### src/rtl/hp_evt_pkg.sv
`timescale 1ns/1ps
package hp_evt_pkg;
    localparam int NUM_EV    = 5;
    localparam int EV_LSB    = 16;
    localparam int IMASK_LSB = 24;
    localparam int SMASK_LSB = 29;
    localparam int SMASK_W   = 2;
    localparam int MASK_W    = NUM_EV + SMASK_W;
    localparam int PWROK_BIT = 6;
    localparam int BTN_BIT   = 7;
    localparam int LATCH_BIT = 8;
    localparam int PRS_LSB   = 10;
    localparam logic [1:0] PRS_EMPTY = 2'b11;

    // event index inside the five-bit event field
    localparam int EV_PRS   = 0;
    localparam int EV_ISO   = 1;
    localparam int EV_BTN   = 2;
    localparam int EV_LATCH = 3;
    localparam int EV_CON   = 4;

    localparam int CTL_GMASK_BIT = 0;
    localparam int CTL_CMASK_BIT = 2;
    localparam int CTL_CDET_BIT  = 16;

    typedef struct packed {
        logic [1:0]         prs;
        logic               iso;
        logic               con;
        logic               btn;
        logic               latch;
        logic [NUM_EV-1:0]  ev;
        logic [NUM_EV-1:0]  imask;
        logic [SMASK_W-1:0] smask;
    } slot_st_t;

    typedef struct packed {
        logic gmask;
        logic cmask;
        logic cdet;
    } ctl_st_t;
endpackage

### src/rtl/hp_slot_reg.sv
`timescale 1ns/1ps
module hp_slot_reg
    import hp_evt_pkg::*;
(
    input  logic              clk,
    input  logic              rst_n,
    input  logic [1:0]        prs_raw,
    input  logic              iso_raw,
    input  logic              con_raw,
    input  logic              btn_raw,
    input  logic              latch_raw,
    input  logic              wr_en,
    input  logic [NUM_EV-1:0] wr_clr,
    input  logic [MASK_W-1:0] wr_masks,
    output logic [31:0]       reg_val,
    output logic              pending
);
    slot_st_t          st_d, st_q;
    logic [NUM_EV-1:0] edge_v;
    logic [NUM_EV-1:0] clr_v;

    always_comb begin
        edge_v           = '0;
        edge_v[EV_PRS]   = (prs_raw != st_q.prs);
        edge_v[EV_ISO]   = iso_raw & ~st_q.iso;
        edge_v[EV_BTN]   = btn_raw & ~st_q.btn;
        edge_v[EV_LATCH] = latch_raw ^ st_q.latch;
        edge_v[EV_CON]   = con_raw & ~st_q.con;

        clr_v = wr_en ? wr_clr : '0;

        st_d       = st_q;
        st_d.prs   = prs_raw;
        st_d.iso   = iso_raw;
        st_d.con   = con_raw;
        st_d.btn   = btn_raw;
        st_d.latch = latch_raw;
        st_d.ev    = (st_q.ev & ~clr_v) | edge_v;
        if (wr_en) begin
            {st_d.smask, st_d.imask} = wr_masks;
        end
    end

    always_ff @(posedge clk) begin
        if (!rst_n) begin
            st_q.prs   <= PRS_EMPTY;
            st_q.iso   <= 1'b0;
            st_q.con   <= 1'b0;
            st_q.btn   <= 1'b0;
            st_q.latch <= 1'b0;
            st_q.ev    <= '0;
            st_q.imask <= '1;
            st_q.smask <= '1;
        end else begin
            st_q <= st_d;
        end
    end

    always_comb begin
        reg_val                                = '0;
        reg_val[PWROK_BIT]                     = ~(st_q.iso | st_q.con);
        reg_val[BTN_BIT]                       = st_q.btn;
        reg_val[LATCH_BIT]                     = st_q.latch;
        reg_val[PRS_LSB +: 2]                  = st_q.prs;
        reg_val[EV_LSB +: NUM_EV]              = st_q.ev;
        reg_val[IMASK_LSB +: NUM_EV]           = st_q.imask;
        reg_val[SMASK_LSB +: SMASK_W]          = st_q.smask;
    end

    assign pending = |(st_q.ev & ~st_q.imask);


    sticky_hold_chk: assert property (@(posedge clk) disable iff (!rst_n)
        !wr_en |=> ((st_q.ev & $past(st_q.ev)) == $past(st_q.ev)));


    w1c_clear_chk: assert property (@(posedge clk) disable iff (!rst_n)
        wr_en |=> ((st_q.ev & $past(wr_clr) & ~$past(edge_v)) == '0));


    edge_wins_chk: assert property (@(posedge clk) disable iff (!rst_n)
        (|edge_v) |=> ((st_q.ev & $past(edge_v)) == $past(edge_v)));
endmodule

### src/rtl/hp_locator.sv
`timescale 1ns/1ps
module hp_locator
    import hp_evt_pkg::*;
#(
    parameter int NUM_SLOTS = 4,
    localparam int LOC_W    = NUM_SLOTS + 1
) (
    input  logic                 clk,
    input  logic                 rst_n,
    input  logic [NUM_SLOTS-1:0] slot_pend,
    input  logic                 cmd_done,
    input  logic                 ctrl_wr,
    input  logic                 gmask_w,
    input  logic                 cmask_w,
    input  logic                 cdet_clr_w,
    output logic [31:0]          ctrl_val,
    output logic [LOC_W-1:0]     loc,
    output logic                 irq_o
);
    ctl_st_t ctl_d, ctl_q;

    always_comb begin
        ctl_d = ctl_q;
        if (ctrl_wr) begin
            ctl_d.gmask = gmask_w;
            ctl_d.cmask = cmask_w;
            if (cdet_clr_w) ctl_d.cdet = 1'b0;
        end
        if (cmd_done) ctl_d.cdet = 1'b1;
    end

    always_ff @(posedge clk) begin
        if (!rst_n) begin
            ctl_q.gmask <= 1'b1;
            ctl_q.cmask <= 1'b1;
            ctl_q.cdet  <= 1'b0;
        end else begin
            ctl_q <= ctl_d;
        end
    end

    always_comb begin
        loc      = {slot_pend, ctl_q.cdet & ~ctl_q.cmask};
        irq_o    = ~ctl_q.gmask & (|loc);
        ctrl_val = '0;
        ctrl_val[CTL_GMASK_BIT] = ctl_q.gmask;
        ctrl_val[CTL_CMASK_BIT] = ctl_q.cmask;
        ctrl_val[CTL_CDET_BIT]  = ctl_q.cdet;
    end


    gmask_quiet_chk: assert property (@(posedge clk) disable iff (!rst_n)
        ctl_q.gmask |-> !irq_o);


    cmd_capture_chk: assert property (@(posedge clk) disable iff (!rst_n)
        cmd_done |=> ctl_q.cdet);


    cmd_irq_chk: assert property (@(posedge clk) disable iff (!rst_n)
        (cmd_done && !ctl_d.cmask && !ctl_d.gmask) |=> irq_o);
endmodule

### src/rtl/hp_event_hub.sv
`timescale 1ns/1ps
module hp_event_hub
    import hp_evt_pkg::*;
#(
    parameter int NUM_SLOTS = 4,
    localparam int LOC_W    = NUM_SLOTS + 1
) (
    input  logic                    clk,
    input  logic                    rst_n,
    input  logic [2*NUM_SLOTS-1:0]  slot_prs,
    input  logic [NUM_SLOTS-1:0]    slot_iso_flt,
    input  logic [NUM_SLOTS-1:0]    slot_con_flt,
    input  logic [NUM_SLOTS-1:0]    slot_btn,
    input  logic [NUM_SLOTS-1:0]    slot_latch,
    input  logic [NUM_SLOTS-1:0]    slot_wr,
    input  logic                    ctrl_wr,
    input  logic [31:0]             wr_data,
    input  logic                    cmd_done,
    output logic [32*NUM_SLOTS-1:0] slot_regs,
    output logic [31:0]             ctrl_reg,
    output logic [LOC_W-1:0]        locator,
    output logic                    irq
);
    logic [NUM_SLOTS-1:0] pend;
    logic                 unused_wr_bits;

    assign unused_wr_bits = ^{wr_data[31], wr_data[23:21], wr_data[15:3], wr_data[1]};

    for (genvar s = 0; s < NUM_SLOTS; s++) begin : g_slot
        hp_slot_reg i_slot (
            .clk      (clk),
            .rst_n    (rst_n),
            .prs_raw  (slot_prs[2*s +: 2]),
            .iso_raw  (slot_iso_flt[s]),
            .con_raw  (slot_con_flt[s]),
            .btn_raw  (slot_btn[s]),
            .latch_raw(slot_latch[s]),
            .wr_en    (slot_wr[s]),
            .wr_clr   (wr_data[EV_LSB +: NUM_EV]),
            .wr_masks (wr_data[IMASK_LSB +: MASK_W]),
            .reg_val  (slot_regs[32*s +: 32]),
            .pending  (pend[s])
        );
    end

    hp_locator #(.NUM_SLOTS(NUM_SLOTS)) i_loc (
        .clk       (clk),
        .rst_n     (rst_n),
        .slot_pend (pend),
        .cmd_done  (cmd_done),
        .ctrl_wr   (ctrl_wr),
        .gmask_w   (wr_data[CTL_GMASK_BIT]),
        .cmask_w   (wr_data[CTL_CMASK_BIT]),
        .cdet_clr_w(wr_data[CTL_CDET_BIT]),
        .ctrl_val  (ctrl_reg),
        .loc       (locator),
        .irq_o     (irq)
    );


    loc_slot_chk: assert property (@(posedge clk) disable iff (!rst_n)
        ((locator[LOC_W-1:1] & ~pend) == '0));
endmodule

### config.mk
export PLATFORM = sky130hd
export DESIGN_NAME = hp_event_hub
export DESIGN_NICKNAME = d
export VERILOG_FILES = /design/src/rtl/hp_evt_pkg.sv /design/src/rtl/hp_slot_reg.sv /design/src/rtl/hp_locator.sv /design/src/rtl/hp_event_hub.sv
export SDC_FILE = /design/constraint.sdc
export NUM_CORES = 1
export LEC_CHECK = 0
export BUFFER_PORTS_ARGS = -buffer_cell sky130_fd_sc_hd__clkbuf_2
export CAP_MARGIN = 20
export CELL_PAD_IN_SITES_DETAIL_PLACEMENT = 1
export CELL_PAD_IN_SITES_GLOBAL_PLACEMENT = 1
export CORE_MARGIN = 4
export CORE_UTILIZATION = 34
export CTS_BUF_LIST = sky130_fd_sc_hd__clkbuf_4
export CTS_CLUSTER_SIZE = 10
export DETAILED_ROUTE_END_ITERATION = 8
export GPL_TIMING_DRIVEN = 0
export PLACE_DENSITY_LB_ADDON = 0.1
export SLEW_MARGIN = 20
export SYNTH_ARGS = -nofsm -noshare
export SYNTH_HDL_FRONTEND = slang
export SYNTH_SLANG_ARGS = --single-unit
### constraint.sdc
create_clock -name clk -period 4.5 [get_ports clk]
set_clock_uncertainty 0.2 [all_clocks]
set_input_delay 0.9 -clock clk [delete_from_list [all_inputs] [get_ports clk]]
set_output_delay 0.9 -clock clk [all_outputs]
set_load 0.01 [all_outputs]
==> results of run 1 <==
cells in the mapped netlist, types with 5 or more instances:
library cell  number
buf_4            157
dfxtp_1           75
clkbuf_1           7
o211ai_1          13
a21oi_1           21
nand2b_1          10
inv_1             19
nand2_1           51
xor2_1             8
mux2i_1           17
and2_1            16
nor2b_1           30
buf_1              5
flip-flops by register name, summed over array words and instances (netlist names):
signal                 flops
g_slot.i_slot.st_q         8
i_loc.ctrl_val             3
g_slot.i_slot.reg_val     64
cells by family after synthesis:
group	synth area share
XOR/XNOR	0.0265
multiplexers	0.0429
buffers and inverters	0.327
AO/OA/AOI/OAI	0.0799
AND/OR/NAND/NOR	0.144
flip-flops	0.379
other	0.000946
placed cells by master (no fill, tap or decap):
cell type	instances
buf_4	157
clkbuf_2	121
conb_1	89
dfxtp_1	75
nand2_1	51
nor2b_1	30
a21oi_1	21
inv_1	19
mux2i_1	17
and2_1	16
o211ai_1	13
nand2b_1	10
clkbuf_4	9
xor2_1	8
clkbuf_1	7
buf_1	5
a222oi_1	4
nor2_1	4
xnor2_1	4
a21boi_0	4
clkinv_1	3
o221ai_1	2
clkinv_2	2
o221ai_2	1
nand3_1	1
nand4b_1	1
o41a_1	1
bufinv_16	1
clkinvlp_4	1
worst max-delay path: cells and delay by family (launching register included):
kind	cells	cell delay, ns
flops	1	0.36
buf+inv	2	0.22
compound gates	3	1.06
worst min-delay path by stage:
stage | to | cells past startpoint
floorplan | g_slot[0].i_slot.reg_val[29] | 2
global placement | g_slot[0].i_slot.reg_val[30] | 2
detailed placement | g_slot[0].i_slot.reg_val[30] | 2
CTS | g_slot[0].i_slot.reg_val[30] | 2
global route | g_slot[0].i_slot.reg_val[29] | 2
finish | g_slot[0].i_slot.reg_val[30] | 2
cell type report:
type / count / area [um2]
plain buffers: 169 / 1220
clock buffers: 9 / 67.6
clock inverters: 7 / 58.8
fillers: 1452 / 6210
inverters: 19 / 71.3
multi-input cells: 277 / 1500
flip-flops and latches: 75 / 1500
well taps: 143 / 179
repair buffers: 121 / 606
per-layer routing:
layer,part of all wire,global-route usage,up-vias
li1,-,-,1630
met1,0.40,0.183,1441
met2,0.49,0.273,128
met3,0.084,0.0413,20
met4,0.025,0.0781,0
met5,0,0,-
metrics by stage:
step / utilization / cell area, um2 / power, mW
floorplan: - / 4290 / 1.01
global placement: 0.445 / 5080 / 1.12
detailed placement: 0.445 / 5080 / 1.13
CTS: 0.456 / 5200 / 1.53
global route: 0.456 / 5200 / 1.61
finish: 0.456 / 5200 / 1.52
power by group through the flow:
stage	combinational (mW)	clock [mW]	sequential, mW
6_report	0.372	0.406	0.741
5_1_grt	0.412	0.446	0.748
4_1_cts	0.374	0.419	0.742
3_5_place_dp	0.373	0	0.756
3_3_place_gp	0.366	0	0.754
2_1_floorplan	0.261	0	0.745
==> metrics.txt, run 1 <==
Core Area 11400 um2; top post-synthesis cells by area dfxtp_1, buf_4, nand2_1, nor2b_1, mux2i_1; post-CTS resize count 0; Final period util 0.706; Slowest cell on crit path o41a_1; Initial DRC Count 68; combinational power share 0.245; dpl ws 1.81 ns; Overflow after GRT 0; die area 13400 um2; GP Congestion 0.787; reg-to-reg startpoint g_slot[2].i_slot.reg_val[11]; Synth warnings 0; CP Capture Type primary output; reg-to-reg endpoint g_slot[2].i_slot.reg_val[16]; DR pass1 iterations 6; Peak VDD IR 120 uV; Vias per Instance 3.93; Post-synth EDFFs 0; cell count after synthesis 452; TritonCTS Buffers 9; Post-CTS Setup Bufs 0; Leak 2.89 nW; Final Hold Slack 0.289 ns; CTS Buffer Depth 2; MaxCap Viol Count 0; P_int 1.06 mW; worst skew pair latency 0.43 ns; largest net degree at the start of global routing 13; status finished clean; area grow syn2layout 31.3%; # port buffers 121; Slew Viols, Final 0; Switch Pwr 0.456 mW; CP required 3.40 ns; Inst Count DP 804; Avg Inst Size Synth 8.77 um2; clk sinks 75; fin crit period 3.18 ns; post-synthesis sequential area ratio 0.379; final setup vio count 0; Worst-Margin Slew 0.669 ns; sequential power share 0.488; cts hold-fix bufs 0; clock share of power 0.267; Core Rows 39; drt total wl 10900 um; RSZ-0062 raised after global routing false; number of synthesized register bits 75; switching portion of total power 0.300; initial antenna violation count 0; final antenna-violating net count 0; Setup CP Type register to primary output; synth unique cells 23; ys async rst share 0; Max Fclk 315 MHz; first-pass GRT wire length 16300 um; Die Y 116 um; io pins 230; HP Class register to register; root buffer selected by CTS clkbuf_4; Power Density 292 nW/um2; worst-case reg-to-reg path depth 3; total negative slack 0 ns; DR DRC count 0; top cell type's share of synthesized area 0.379; CTS tree done; hpwl dp 9170 um; Netlist Area Pre-Place 3960 um2; Worst R2R Setup Slack 3.47 ns; Critical Path Max Stage Delay 0.47 ns; Finished Layout Cells 820; Clock Pin Slew Worst Setup and Hold Paths 0.12 ns; ys flop type dfxtp_1; Setup WS post-layout 1.32 ns; Crit path arrival time 2.08 ns; final hold violation count 0; Ant. Diodes 0; die span in x 116 um; CP startpoint kind register; Avg WL per Cell 13.3 um; Critical Path Sink irq; GRT Util Overall 0.159; Final Net Count 736; CP startpoint g_slot[0].i_slot.reg_val[26]; HP Start g_slot[0].i_slot.reg_val[30]; Slew HR 0.554; H-tree depth 3; post-synth top area cell dfxtp_1; initial core utilization 0.347; crit-path max FO 2; Vias 3219; vias in the first global route 3268; layout cell share with drive strength beyond 1 0.431; critical-path cell list inv_1 -> a222oi_1 -> o221ai_1 -> o41a_1 -> clkbuf_2
Note: power is estimated with default switching activity, not from simulation.
==> run 2: changes to the inputs <==
--- a/config.mk
+++ b/config.mk
@@ -10,7 +10,7 @@
 export CELL_PAD_IN_SITES_DETAIL_PLACEMENT = 1
 export CELL_PAD_IN_SITES_GLOBAL_PLACEMENT = 1
 export CORE_MARGIN = 4
-export CORE_UTILIZATION = 34
+export CORE_UTILIZATION = 29
 export CTS_BUF_LIST = sky130_fd_sc_hd__clkbuf_4
 export CTS_CLUSTER_SIZE = 10
 export DETAILED_ROUTE_END_ITERATION = 8
==> constraint.sdc (replaced) <==
create_clock -name clk -period 2.87 [get_ports clk]
set_clock_uncertainty 0.2 [all_clocks]
set_input_delay 0.574 -clock clk [delete_from_list [all_inputs] [get_ports clk]]
set_output_delay 0.574 -clock clk [all_outputs]
set_load 0.01 [all_outputs]
==> metrics.txt, run 2 (synthesized netlist as in run 1, its figures left out) <==
final setup vio count 0 (unchanged); DR pass1 iterations 5 (-1); GRT Util Overall 0.140 (-0.0187); reg-to-reg endpoint g_slot[2].i_slot.reg_val[16]; Overflow after GRT 0 (unchanged); cts hold-fix bufs 0 (unchanged); initial antenna violation count 0 (unchanged); dpl ws 0.498 ns (-1.31 ns); Power Density 495 nW/um2 (+70%); hold worst-path end g_slot[3].i_slot.reg_val[7]; area grow syn2layout 34.9%; final hold violation count 0 (unchanged); Placement Cell Area 5120 um2 (+0.81%); Core Rows 42 (+7.7%); CTS Buffer Depth 2 (unchanged); Avg WL per Cell 12.9 um (-2.4%); vias in the first global route 3328 (+1.8%); cell area after layout 5350 um2 (+2.7%); Crit path arrival time 2.00 ns (-0.08 ns); Peak VDD IR 181 uV (+50%); Worst R2R Setup Slack 1.86 ns (-1.61 ns); HP Start slot_btn[3]; CP Capture Type primary output; GP Congestion 0.762 (-3.2%); layout cell share with drive strength beyond 1 0.440 (+0.00904); die span in x 125 um (+7.7%); Max Fclk 361 MHz; io pins 230 (unchanged); Initial DRC Count 103 (+51%); Vias per Instance 3.74 (-4.7%); max reg flops 64 (unchanged); total negative slack 0 ns (unchanged); largest net degree at the start of global routing 13 (unchanged); Slowest cell on crit path o41a_1; Ant. Diodes 0 (unchanged); Slew HR 0.628 (+0.0740); CP required 2.10 ns (-1.30 ns); worst skew pair latency 0.41 ns (-0.02 ns); initial core utilization 0.298 (-0.0490); commonest non-fill, non-tap cell in the layout buf_4; Setup WS post-layout 0.0985 ns (-1.22 ns); hpwl dp 9390 um (+2.3%); Final period util 0.966; reg-to-reg startpoint g_slot[2].i_slot.reg_val[11]; Die Y 125 um (+7.7%); Vias 3199 (-0.62%); CTS tree done; Clock Pin Slew Worst Setup and Hold Paths 0.12 ns (about the same); CP top delay family compound AO/OA/AOI/OAI gates; Slew Viols, Final 0 (unchanged); Core Area 13300 um2 (+16%); CP startpoint kind register; final antenna-violating net count 0 (unchanged); most frequent cells in the layout buf_4, clkbuf_2, conb_1; Min-Delay Path Depth 2 (unchanged); H-tree depth 3 (unchanged); DR DRC count 0 (unchanged); drt total wl 11100 um (+1.8%); Final Util 0.402 (-0.0536); crit-path max FO 3 (+1); fin crit period 2.77 ns; critical-path cell list a222oi_1 -> o221ai_2 -> o41a_1 -> buf_2; # port buffers 121 (unchanged); Worst-Margin Slew 0.558 ns (-0.111 ns); MaxCap Viol Count 0 (unchanged); RSZ-0062 raised after global routing true; WP buf/inv 1 (-1); clk sinks 75 (unchanged); HP Class input pin to register; TritonCTS Buffers 9 (unchanged); root buffer selected by CTS clkbuf_4; Setup CP Type register to primary output; first-pass GRT wire length 17500 um (+7.3%); worst-case reg-to-reg path depth 3 (unchanged); die area 15600 um2 (+16%); Critical Path Max Stage Delay 0.45 ns (-0.02 ns); status finished clean; Leak 2.94 nW (+1.7%); Final Net Count 738 (+0.27%)
-- run 2: cell types whose count changed in the layout (fill, tap and decap cells not counted), sizes merged --
cell and change:
buf +3, bufinv +3, clkinv -3, clkinvlp -1
-- run 2: what timing repair did --
action                                  4_1_cts  5_1_grt
endpoints found under the hold margin         0        0
resized for setup                             0        5
endpoints found under the setup margin        0        1
setup buffers                                 0        2
-- run 2: layout make-up --
type / count / area [um2]
Clock buffer: 10 / 75.1
Sequential cell: 75 / 1510
Fill cell: 1645 / 7950
Timing Repair Buffer: 123 / 621
Multi-Input combinational cell: 277 / 1500
Tap cell: 176 / 220
Clock inverter: 6 / 128
Inverter: 19 / 71.3
Buffer: 169 / 1220
-- run 2: worst max-delay path by stage --
stage | start | end | slack (ns) | cells after the start
finish | g_slot[3].i_slot.reg_val[16] | irq | 0.1 | 4
global route | g_slot[3].i_slot.reg_val[24] | irq | -0.03 | 5
CTS | g_slot[0].i_slot.reg_val[26] | irq | 0.0002 | 5
detailed placement | g_slot[0].i_slot.reg_val[26] | irq | 0.50 | 5
global placement | g_slot[3].i_slot.reg_val[16] | irq | 0.52 | 4
floorplan | g_slot[3].i_slot.reg_val[24] | irq | 0.80 | 4
-- run 2: stage by stage --
step / cells / hold slack (ns) / total power, mW
final: 855 / 0.170 / 2.65
after global routing: 855 / 0.135 / 2.80
after CTS: 853 / 0.137 / 2.68
after detailed placement: 837 / 0.259 / 1.77
after global placement: 837 / 0.259 / 1.76
after floorplan: 540 / 0.243 / 1.58
-- run 2: worst reg2reg max path, stage by stage, from the launching register on --
cell	delay, ns
dfxtp_1	0.37
xor2_1	0.17
a21oi_1	0.06
a21boi_0	0.15
-- run 2: where the power goes --
group	internal [mW]	switching, mW
logic	0.307	0.282
clock network	0.534	0.359
registers	1.11	0.0528
-- run 2: per-layer routing --
metal  share of wire  global-route usage
met3           0.080              0.0502
met1            0.41               0.161
met4          0.0085              0.0287
met5               0                   0
met2            0.51               0.252
==> run 3: changes to the inputs <==
--- a/config.mk
+++ b/config.mk
@@ -14,7 +14,6 @@
 export CTS_BUF_LIST = sky130_fd_sc_hd__clkbuf_4
 export CTS_CLUSTER_SIZE = 10
 export DETAILED_ROUTE_END_ITERATION = 8
-export GPL_TIMING_DRIVEN = 0
 export PLACE_DENSITY_LB_ADDON = 0.1
 export SLEW_MARGIN = 20
 export SYNTH_ARGS = -nofsm -noshare
==> metrics.txt, run 3 (synthesized netlist as in run 1, its figures left out) <==
Final period util 0.973 (+0.00728); crit-path max FO 2 (-1); final antenna-violating net count 0 (unchanged); layout cell share with drive strength beyond 1 0.294 (-0.147); CP startpoint kind register; initial core utilization 0.298 (unchanged); Placement Cell Area 3920 um2 (-23%); RSZ-0062 raised after global routing true; DR DRC count 0 (unchanged); die span in x 125 um (unchanged); number of fill cells 1635 (-0.61%); dpl ws 0.520 ns (+0.0226 ns); max reg flops 64 (unchanged); die area 15600 um2 (unchanged); Avg WL per Cell 14.9 um (+15%); Ant. Diodes 0 (unchanged); Final Net Count 574 (-22%); multi-input logic area 1500 um2 (unchanged); Leak 2.09 nW (-29%); initial antenna violation count 0 (unchanged); HP Class input pin to register; Slew HR 0.516 (-0.112); Setup CP Type register to primary output; Max Fclk 358 MHz (-0.75%); cell area after layout 4080 um2 (-24%); Peak VDD IR 187 uV (+3.7%); status finished clean; Worst-Margin Slew 0.727 ns (+0.169 ns); CP required 2.10 ns (about the same); GRT Util Overall 0.132 (-0.00795); Initial DRC Count 84 (-18%); TritonCTS Buffers 9 (unchanged); total negative slack 0 ns (unchanged); Final Util 0.307 (-0.0954); CP Capture Type primary output; final setup vio count 0 (unchanged); Core Rows 42 (unchanged); vias in the first global route 2790 (-16%); Final Hold Slack 0.143 ns (-0.0267 ns); area grow syn2layout 2.90%; most frequent cells in the layout clkbuf_2, conb_1, dfxtp_1; Inst Count DP 670 (-20%); Die Y 125 um (unchanged); root buffer selected by CTS clkbuf_4; DR pass1 iterations 4 (-1); Vias 2673 (-16%); Crit path arrival time 2.02 ns (+0.02 ns); Overflow after GRT 0 (unchanged); first-pass GRT wire length 16000 um (-8.6%); Core Area 13300 um2 (unchanged); GP Congestion 0.694 (-8.9%); fin crit period 2.79 ns (+0.0209 ns); cts hold-fix bufs 0 (unchanged); Clock Pin Slew Worst Setup and Hold Paths 0.12 ns (about the same); MaxCap Viol Count 0 (unchanged); Vias per Instance 3.87 (+3.5%); Reg area 1510 um2 (+0.33%); Slew Viols, Final 0 (unchanged); H-tree depth 3 (unchanged); Total Power 2.11 mW (-20%); worst skew pair latency 0.43 ns (+0.02 ns); io pins 230 (unchanged); final hold violation count 0 (unchanged); Power Density 518 nW/um2 (+4.6%); # port buffers 122 (+0.83%); Finished Layout Cells 690 (-19%); largest net degree at the start of global routing 44 (+31); Setup WS post-layout 0.0777 ns (-0.0209 ns); CTS Buffer Depth 2 (unchanged); hpwl dp 8210 um (-13%); commonest non-fill, non-tap cell in the layout clkbuf_2; drt total wl 10300 um (-7.3%); clk sinks 75 (unchanged); CTS tree done
==> run 3: cell types whose count changed in the layout (fill, tap and decap cells not counted), moves of 4 or more <==
cell / change
dfxtp_2: +4
bufinv_16: -4
clkbuf_1: -7
buf_4: -154
buf_1: -5
dfxtp_1: -4
==> run 3: timing repair <==
action                                  4_1_cts  5_1_grt
setup buffers                                 2        3
gates resized for setup                       6        5
pin swaps                                     5        3
endpoints found under the setup margin        1        1
==> run 3: worst max-delay path, cell delays in order, from the launching register on <==
cell and delay (ns):
dfxtp_1 0.36, inv_1 0.08, a222oi_1 0.36, o221ai_1 0.22
o41a_1 0.42, clkbuf_8 0.16
==> run 3: final timing paths <==
kind	from	cells after the start	slack, ns	endpoint
min	slot_con_flt[2]	2	0.14	g_slot[2].i_slot.st_q[14]
max	g_slot[1].i_slot.reg_val[25]	5	0.08	irq
min reg2reg	g_slot[0].i_slot.reg_val[29]	2	0.28	g_slot[0].i_slot.reg_val[29]
max reg2reg	g_slot[3].i_slot.reg_val[11]	3	1.87	g_slot[3].i_slot.reg_val[16]
==> run 3: area by class of cell <==
cell class,instances,share of cell area
Inverter,19,0.0175
Clock inverter,5,0.00522
Tap cell,176,0.0540
Sequential cell,75,0.370
Timing Repair Buffer,128,0.166
Clock buffer,10,0.0184
Multi-Input combinational cell,277,0.369
==> run 3: power breakdown <==
part           leakage, nW  internal [mW]  total, mW  switching [mW]
Combinational         1.41          0.159      0.407           0.248
Clock               0.0585          0.172      0.538           0.366
Sequential           0.623           1.11       1.17          0.0543
Total                 2.09           1.44       2.11           0.668
==> run 3: routing by layer <==
| metal | routed length, um | part of all wire | track usage | vias to the layer above |
|---|---|---|---|---|
| met2 | 4990 | 0.49 | 0.222 | 112 |
| met3 | 876 | 0.085 | 0.0596 | 5 |
| met5 | 0 | 0 | 0 | - |
| li1 | - | - | - | 1306 |
| met4 | 79 | 0.0077 | 0.0344 | 0 |
| met1 | 4310 | 0.42 | 0.154 | 1250 |
